===== config.mk =====
export PLATFORM = sky130hd
export DESIGN_NAME = wprot_guard
export DESIGN_NICKNAME = d
export VERILOG_FILES = /design/src/rtl/wprot_pkg.sv /design/src/rtl/wprot_decode.sv /design/src/rtl/wprot_bank.sv /design/src/rtl/wprot_ctrl.sv /design/src/rtl/wprot_guard.sv
export SDC_FILE = /design/constraint.sdc
export NUM_CORES = 1
export LEC_CHECK = 0
export CORE_MARGIN = 8
export CORE_UTILIZATION = 40
export CTS_CLUSTER_DIAMETER = 80
export DETAILED_ROUTE_END_ITERATION = 10
export DONT_BUFFER_PORTS = 1
export GPL_TIMING_DRIVEN = 0
export PLACE_DENSITY = 0.65
export SLEW_MARGIN = 40
export SYNTH_ARGS = -nofsm -noshare
export SYNTH_HDL_FRONTEND = slang
export SYNTH_SLANG_ARGS = --single-unit

===== constraint.sdc =====
create_clock -name clk -period 7.4 [get_ports clk]
set_clock_uncertainty 0.2 [all_clocks]
set_input_delay 0.74 -clock clk [delete_from_list [all_inputs] [get_ports clk]]
set_output_delay 0.74 -clock clk [all_outputs]
set_load 0.05 [all_outputs]

===== src/rtl/wprot_pkg.sv =====
package wprot_pkg;
  localparam logic [23:0] UNLOCK_KEY = 24'h534D43;
  localparam int          KEY_LSB    = 8;
  localparam int          KEY_W      = 24;
  localparam int          SRC_LSB    = 8;
  localparam int          SRC_W      = 16;
  localparam logic [7:0]  OFS_CTRL   = 8'hE4;
  localparam logic [7:0]  OFS_STAT   = 8'hE8;

  typedef struct packed {
    logic wr_guard;
    logic rd_guard;
    logic wr_ctrl;
    logic rd_ctrl;
    logic rd_stat;
  } wprot_dec_t;
endpackage


===== src/rtl/wprot_decode.sv =====
module wprot_decode #(
  parameter int ADDR_W      = 8,
  parameter int GUARD_WORDS = 16
) (
  input  logic              wr_en,
  input  logic              rd_en,
  input  logic [ADDR_W-1:0] addr,
  output wprot_pkg::wprot_dec_t dec
);
  import wprot_pkg::*;
  localparam logic [ADDR_W-1:0] GUARD_LIMIT = ADDR_W'(GUARD_WORDS * 4);
  localparam logic [ADDR_W-1:0] A_CTRL      = ADDR_W'(OFS_CTRL);
  localparam logic [ADDR_W-1:0] A_STAT      = ADDR_W'(OFS_STAT);

  logic in_guard;
  assign in_guard = (addr < GUARD_LIMIT);

  always_comb begin
    dec.wr_guard = wr_en & in_guard;
    dec.rd_guard = rd_en & in_guard;
    dec.wr_ctrl  = wr_en & (addr == A_CTRL);
    dec.rd_ctrl  = rd_en & (addr == A_CTRL);
    dec.rd_stat  = rd_en & (addr == A_STAT);
  end
endmodule


===== src/rtl/wprot_bank.sv =====
module wprot_bank #(
  parameter int DATA_W = 32,
  parameter int WORDS  = 16
) (
  input  logic                     clk,
  input  logic                     we,
  input  logic                     re,
  input  logic [$clog2(WORDS)-1:0] idx,
  input  logic [DATA_W-1:0]        wdata,
  output logic [DATA_W-1:0]        rdata
);
  logic [DATA_W-1:0] mem [WORDS];

  // Plain synchronous write and read port, no reset, so block RAM can hold it.
  always_ff @(posedge clk) begin
    if (we) mem[idx] <= wdata;
    if (re) rdata <= mem[idx];
  end
endmodule


===== src/rtl/wprot_ctrl.sv =====
module wprot_ctrl #(
  parameter int ADDR_W = 8,
  parameter int DATA_W = 32
) (
  input  logic                  clk,
  input  logic                  rst,
  input  wprot_pkg::wprot_dec_t dec,
  input  logic [ADDR_W-1:0]     addr,
  input  logic [DATA_W-1:0]     wdata,
  output logic                  prot_en,
  output logic                  viol_flag,
  output logic [wprot_pkg::SRC_W-1:0] viol_src,
  output logic                  bank_we,
  output logic [DATA_W-1:0]     ctl_rdata
);
  import wprot_pkg::*;

  logic key_ok;
  assign key_ok  = (wdata[KEY_LSB +: KEY_W] == UNLOCK_KEY);
  assign bank_we = dec.wr_guard & ~prot_en;

  always_ff @(posedge clk) begin
    if (rst) begin
      prot_en <= 1'b0;
    end else if (dec.wr_ctrl && key_ok) begin
      prot_en <= wdata[0];
    end
  end

  // A blocked write takes precedence over a status read in the same cycle.
  always_ff @(posedge clk) begin
    if (rst) begin
      viol_flag <= 1'b0;
      viol_src  <= '0;
    end else if (dec.wr_guard && prot_en) begin
      viol_flag <= 1'b1;
      viol_src  <= SRC_W'(addr);
    end else if (dec.rd_stat) begin
      viol_flag <= 1'b0;
      viol_src  <= '0;
    end
  end

  always_ff @(posedge clk) begin
    if (rst) begin
      ctl_rdata <= '0;
    end else if (dec.rd_ctrl) begin
      ctl_rdata <= DATA_W'(prot_en);
    end else if (dec.rd_stat) begin
      ctl_rdata <= '0;
      ctl_rdata[0] <= viol_flag;
      ctl_rdata[SRC_LSB +: SRC_W] <= viol_src;
    end else begin
      ctl_rdata <= '0;
    end
  end
endmodule


===== src/rtl/wprot_guard.sv =====
module wprot_guard #(
  parameter int ADDR_W      = 8,
  parameter int DATA_W      = 32,
  parameter int GUARD_WORDS = 16
) (
  input  logic              clk,
  input  logic              rst,
  input  logic              wr_en,
  input  logic              rd_en,
  input  logic [ADDR_W-1:0] addr,
  input  logic [DATA_W-1:0] wdata,
  output logic [DATA_W-1:0] rdata
);
  import wprot_pkg::*;
  localparam int IDX_W = $clog2(GUARD_WORDS);

  wprot_dec_t          dec;
  logic                prot_en;
  logic                viol_flag;
  logic [SRC_W-1:0]    viol_src;
  logic                bank_we;
  logic [DATA_W-1:0]   bank_q;
  logic [DATA_W-1:0]   ctl_q;
  logic                sel_bank_q;

  wprot_decode #(.ADDR_W(ADDR_W), .GUARD_WORDS(GUARD_WORDS)) u_dec (
    .wr_en(wr_en), .rd_en(rd_en), .addr(addr), .dec(dec)
  );

  wprot_ctrl #(.ADDR_W(ADDR_W), .DATA_W(DATA_W)) u_ctrl (
    .clk(clk), .rst(rst), .dec(dec), .addr(addr), .wdata(wdata),
    .prot_en(prot_en), .viol_flag(viol_flag), .viol_src(viol_src),
    .bank_we(bank_we), .ctl_rdata(ctl_q)
  );

  wprot_bank #(.DATA_W(DATA_W), .WORDS(GUARD_WORDS)) u_bank (
    .clk(clk), .we(bank_we), .re(dec.rd_guard),
    .idx(addr[2 +: IDX_W]), .wdata(wdata), .rdata(bank_q)
  );

  always_ff @(posedge clk) begin
    if (rst) sel_bank_q <= 1'b0;
    else     sel_bank_q <= dec.rd_guard;
  end

  assign rdata = sel_bank_q ? bank_q : ctl_q;
endmodule


== Word-level counts from Yosys, hierarchy flattened ==
Memories as Yosys holds them, arrays and structs flattened. A register that Yosys moved wholly into a read port is not among the register bits.
Index checks and enable logic that the tools add are counted.

* Register bits after elaboration: 35
* RAM bits: 512
* Bits of input ports: 44
* Word-level logic and storage cells: 34
* Memories kept: 1

* Magnitude comparators: 1
* Equal/unequal tests: 3
* Muxes and demuxes: 9
* Bitwise operators: 8
* Reduce and logical (&&, ||, !) cells: 5

{| class="wikitable"
|+ Memories
! memory !! depth !! bits a word !! rd ports !! clocked after Yosys merged registers in !! wr ports !! line !! RTL
|-
| u_bank.mem || 16 || 32 || 1 || 1 || 1 || wprot_bank.sv:12 || <nowiki>logic [DATA_W-1:0] mem [WORDS];</nowiki>
|}

{| class="wikitable"
|+ Operator list
! kind !! count
|-
| $mux W32 || 1
|-
| $eq A24 B23 Y1 const B || 1
|-
| $eq A8 B8 Y1 const B || 2
|-
| $mux W8 || 2
|-
| $lt A8 B7 Y1 const B || 1
|-
| $and A1 B1 Y1 || 6
|-
| $mux W1 || 6
|-
| $reduce_or A3 Y1 || 1
|-
| $logic_and A1 B1 Y1 || 2
|-
| $not A1 Y1 || 2
|-
| $reduce_bool A2 Y1 || 1
|-
| $reduce_or A2 Y1 || 1
|}

== Depth between registers and ports, before layout ==
* Depth in word-level cells: 5
* Mapped depth: 6
* Depth with buffers taken out: 4

== Cells and area by module ==
A second synthesis with hierarchy kept.

* Cells, all modules: 997
* Area total of the unflattened synthesis: 21775.9 um^2

{| class="wikitable"
|+ Modules (own cells, without submodules)
! module !! times used !! cells an instance !! area an instance (um^2) !! sequential area each (um^2)
|-
| wprot_bank || 1 || 840 || 20183.1 || 16335.7
|-
| wprot_ctrl || 1 || 109 || 960.9 || 380.4
|-
| wprot_guard || 1 || 38 || 570.5 || 20.0
|-
| wprot_decode || 1 || 10 || 61.3 || 0.0
|}

== Least setup slack after synthesis ==
Ideal clock, no wire load.

* Path kind: in2reg
* Start point: input port addr[3]
* End point: memory u_bank.mem[3][0], enable pin
* Setup time: 0.461 ns
* Arrival: 3.792 ns
* Slack: 2.947 ns
* Stages on the path: 5
* Path buffers: 3
* Cell sequence: buf_2 > buf_2 > clkbuf_1 > nand3_1 > nor3_1

* Cells in the longest elaborated chain, start to end: 5

{| class="wikitable"
|+ Ends and longest elaborated chain
! what !! line !! RTL
|-
| from (decl) || wprot_guard.sv:10 || <nowiki>input logic [ADDR_W-1:0] addr,</nowiki>
|-
| $lt A8 B7 Y1 || wprot_decode.sv:16 || <nowiki>assign in_guard = (addr < GUARD_LIMIT);</nowiki>
|-
| $and A1 B1 Y1 || wprot_decode.sv:19 || <nowiki>dec.wr_guard = wr_en & in_guard;</nowiki>
|-
| $and A1 B1 Y1 || wprot_ctrl.sv:20 || <nowiki>assign bank_we = dec.wr_guard & ~prot_en;</nowiki>
|-
| $mux W1 || wprot_bank.sv:16 || <nowiki>if (we) mem[idx] <= wdata;</nowiki>
|-
| $mux W1 (not written as such) || wprot_bank.sv:16 ||
|-
| to (decl) || wprot_bank.sv:12 ||
|}

Parallel ways exist; a longest one is shown, timed or not.

== Worst setup path in the final report ==
* Start point: input port addr[3]
* End point: memory u_bank.mem[3][17], enable pin

The elaborated chain is that of the path after synthesis.

==> reports/qor.yml <==
die:
  rows: 84
  design.core.area_mm2: 0.0527
  dieArea_mm2: 0.0609
  die_width_um: 247
  die_y_um: 247
  ios: 76
  initial_core_util: 0.405
power_and_ir_drop:
  vdd_drop_max_mv: 0.172
  p_leak_uw: 0.00787
  power_density_mw_per_mm2: 261
worst_setup_path:
  end_kind: "flop"
  arrival_ns: 3.75
  cp_max_fo: 10
  path_class: "in2reg"
  worstPathRequired_ns: 7.49
  cp-start-kind: "input pin"
global_route:
  grt_pass1_wl_um: 73500
  grt_pass1_vias: 10300
  antenna_found_initial: 0
  grt_util_all_layers: 0.168
  gr-total-overflow: 0
  grt_max_degree: 20
detailed_routing:
  drc: 0
  wl_per_cell_um: 28.9
  vias: 9848
  totalWireLength_um: 50400
  viasPerCell: 5.64
  ant_nets: 0
  dr.pass1.iters: 5
  drt_iter0_markers: 1175
synthesis:
  syn_inst: 874
  ys_seq_area_frac: 0.786
  synthTopCellsByArea: "edfxtp_1 77%, mux4_2 17%, dfxtp_1 1.9%"
  synth_top_cell_by_area: "edfxtp_1"
  yosysWarnings: 0
  synth_top_area_frac: 0.767
  synth_area_mm2: 0.0213
  synth_nets: 918
  syn_avg_cell_area_um2: 24.4
  synth-seq-cells: 564
  synth_cell_types: 28
cts:
  h-tree-depth: 2
  holdBufCountCts: 24
  cts_tree: "built"
  clkSinkCount: 564
  clkTransAtPathRegs_ns: 0.06
  cts_buffer_depth: 3
  numCtsBuffers: 56
  cts_setup_buffers: 0
  root_buffer: "clkbuf_16"
  cts_resized: 0
  clock_latency_ns: 0.61
placement:
  io_buffers: 0
  gp_congestion: 0.772
  hpwl_um: 32900
  dpl.cell_count: 1619
timing:
  drv_slew: 0
  relSlewSlack: 0.427
  timing.final.setup_violations: 0
  period_minus_slack_ns: 3.66
  tightestPinTransition_ns: 0.860
  setup-tns-final_ns: 0
  post-route-period-util: 0.495
  hold_viol: 0
  fmax_mhz: 273
  rsz0062_at_grt: "false"
run:
  max-cap-violations: 0
final_layout:
  nNetsFinal: 1057
  syn_to_final_growth_pct: 17.5
  nFillCells: 4159
  layout-drive-gt1-share: 0.334
  final_cells: 1745
status:
  status: "completed"
min_path:
  hold_path_class: "in2reg"
## state kept, by name (all words and copies together), names as in the netlist
name and count:
u_bank.mem 512, u_bank.rdata 32, u_ctrl.ctl_rdata 9, u_ctrl.viol_src 8
sel_bank_q 1, u_ctrl.prot_en 1, u_ctrl.viol_flag 1
## placed cells by master, fill, tap and decap left out, drive strengths merged, types with 2 or more instances in the layout
| cell type | n |
|---|---|
| and2 | 30 |
| and4b | 2 |
| dfxtp | 20 |
| nor4 | 2 |
| mux2 | 9 |
| mux4 | 160 |
| nor3 | 6 |
| nor4bb | 2 |
| clkinv | 20 |
| clkbuf | 98 |
| clkinvlp | 2 |
| nor2 | 21 |
| nand3 | 2 |
| nand4 | 3 |
| nor4b | 3 |
| a22o | 6 |
| nand2b | 7 |
| nor2b | 4 |
| edfxtp | 544 |
| bufinv | 3 |
| nand2 | 6 |
| dlygate4sd3 | 24 |
| buf | 76 |
## layer usage
| metal | global-route usage | wire (um) | part of all wire | up-vias |
|---|---|---|---|---|
| met4 | 0.0494 | 1370 | 0.027 | 0 |
| met5 | 0 | 0 | 0 | - |
| met2 | 0.264 | 23800 | 0.47 | 403 |
| met1 | 0.225 | 20900 | 0.41 | 5315 |
| li1 | - | - | - | 4027 |
| met3 | 0.0492 | 4360 | 0.087 | 103 |
## synthesized netlist by cell type
cell type	number
a21oi_1	1
a22oi_1	1
nor4bb_1	2
nor3_1	6
buf_6	4
nor4b_2	1
buf_2	9
nor4_1	2
a22o_1	6
nand2b_1	7
buf_12	4
nand4_1	3
mux2_2	9
nand2_1	6
dfxtp_1	20
nand3_1	2
edfxtp_1	544
nor4b_1	2
mux2i_1	1
nor2_1	21
a41o_1	1
and4b_1	2
buf_1	2
clkbuf_1	23
nor2b_1	4
and2_1	30
mux4_2	160
nand4b_1	1
## final timing paths
path	from	endpoint	slack [ns]	cells after the start
setup / recovery	addr[3]	u_bank.mem[3][17]$_DFFE_PP_	3.74	7
hold reg to reg	u_ctrl.viol_src[7]$_SDFFE_PP0P_	u_ctrl.viol_src[7]$_SDFFE_PP0P_	0.26	2
setup reg to reg	u_ctrl.prot_en$_SDFFE_PP0P_	u_bank.mem[3][17]$_DFFE_PP_	4.16	5
hold / removal	wdata[29]	u_bank.mem[5][29]$_DFFE_PP_	0.03	0
## where the power goes
| group | total (uW) | internal (uW) | switching (uW) |
|---|---|---|---|
| clock network | 2750 | 1570 | 1170 |
| registers | 3530 | 3530 | 5.14 |
| logic | 259 | 123 | 136 |
| total | 6540 | 5220 | 1320 |
## metrics by stage
stage | util | hold slack, ns | setup slack [ns] | cell area, um^2 | total power, uW
2_1_floorplan | - | 0.230 | 2.95 | 21300 | 3770
6_report | 0.475 | 0.0266 | 3.74 | 25000 | 6540
3_5_place_dp | 0.437 | 0.245 | 3.23 | 23000 | 3840
3_3_place_gp | 0.421 | 0.248 | -0.554 | 22200 | 3830
5_1_grt | 0.475 | 0.00270 | 3.71 | 25000 | 6710
4_1_cts | 0.475 | 0.0000407 | 3.82 | 25000 | 6590
## kinds of logic after synthesis
family,after synthesis,share of synthesized area
compound gates,9,0.00352
buf+inv,42,0.0124
mux,170,0.174
flops,564,0.786
simple gates,89,0.0240
## critical path, stage by stage
cell,delay (ns)
buf_2,0.23
buf_2,0.31
clkbuf_1,0.63
nand3_1,0.55
nor3_2,0.67
buf_2,0.35
buf_2,0.26
## cell type report
class / count / area [um^2] / share of cell area
Tap cell: 688 / 861 / 0.0344
Multi-Input combinational cell: 268 / 4410 / 0.176
Antenna cell: 1 / 2.50 / 0.000100
Sequential cell: 564 / 16700 / 0.669
Timing Repair Buffer: 81 / 970 / 0.0387
Clock buffer: 75 / 1560 / 0.0621
Clock inverter: 26 / 218 / 0.00870
Buffer: 42 / 280 / 0.0112
(Power assumes the default switching activity.)
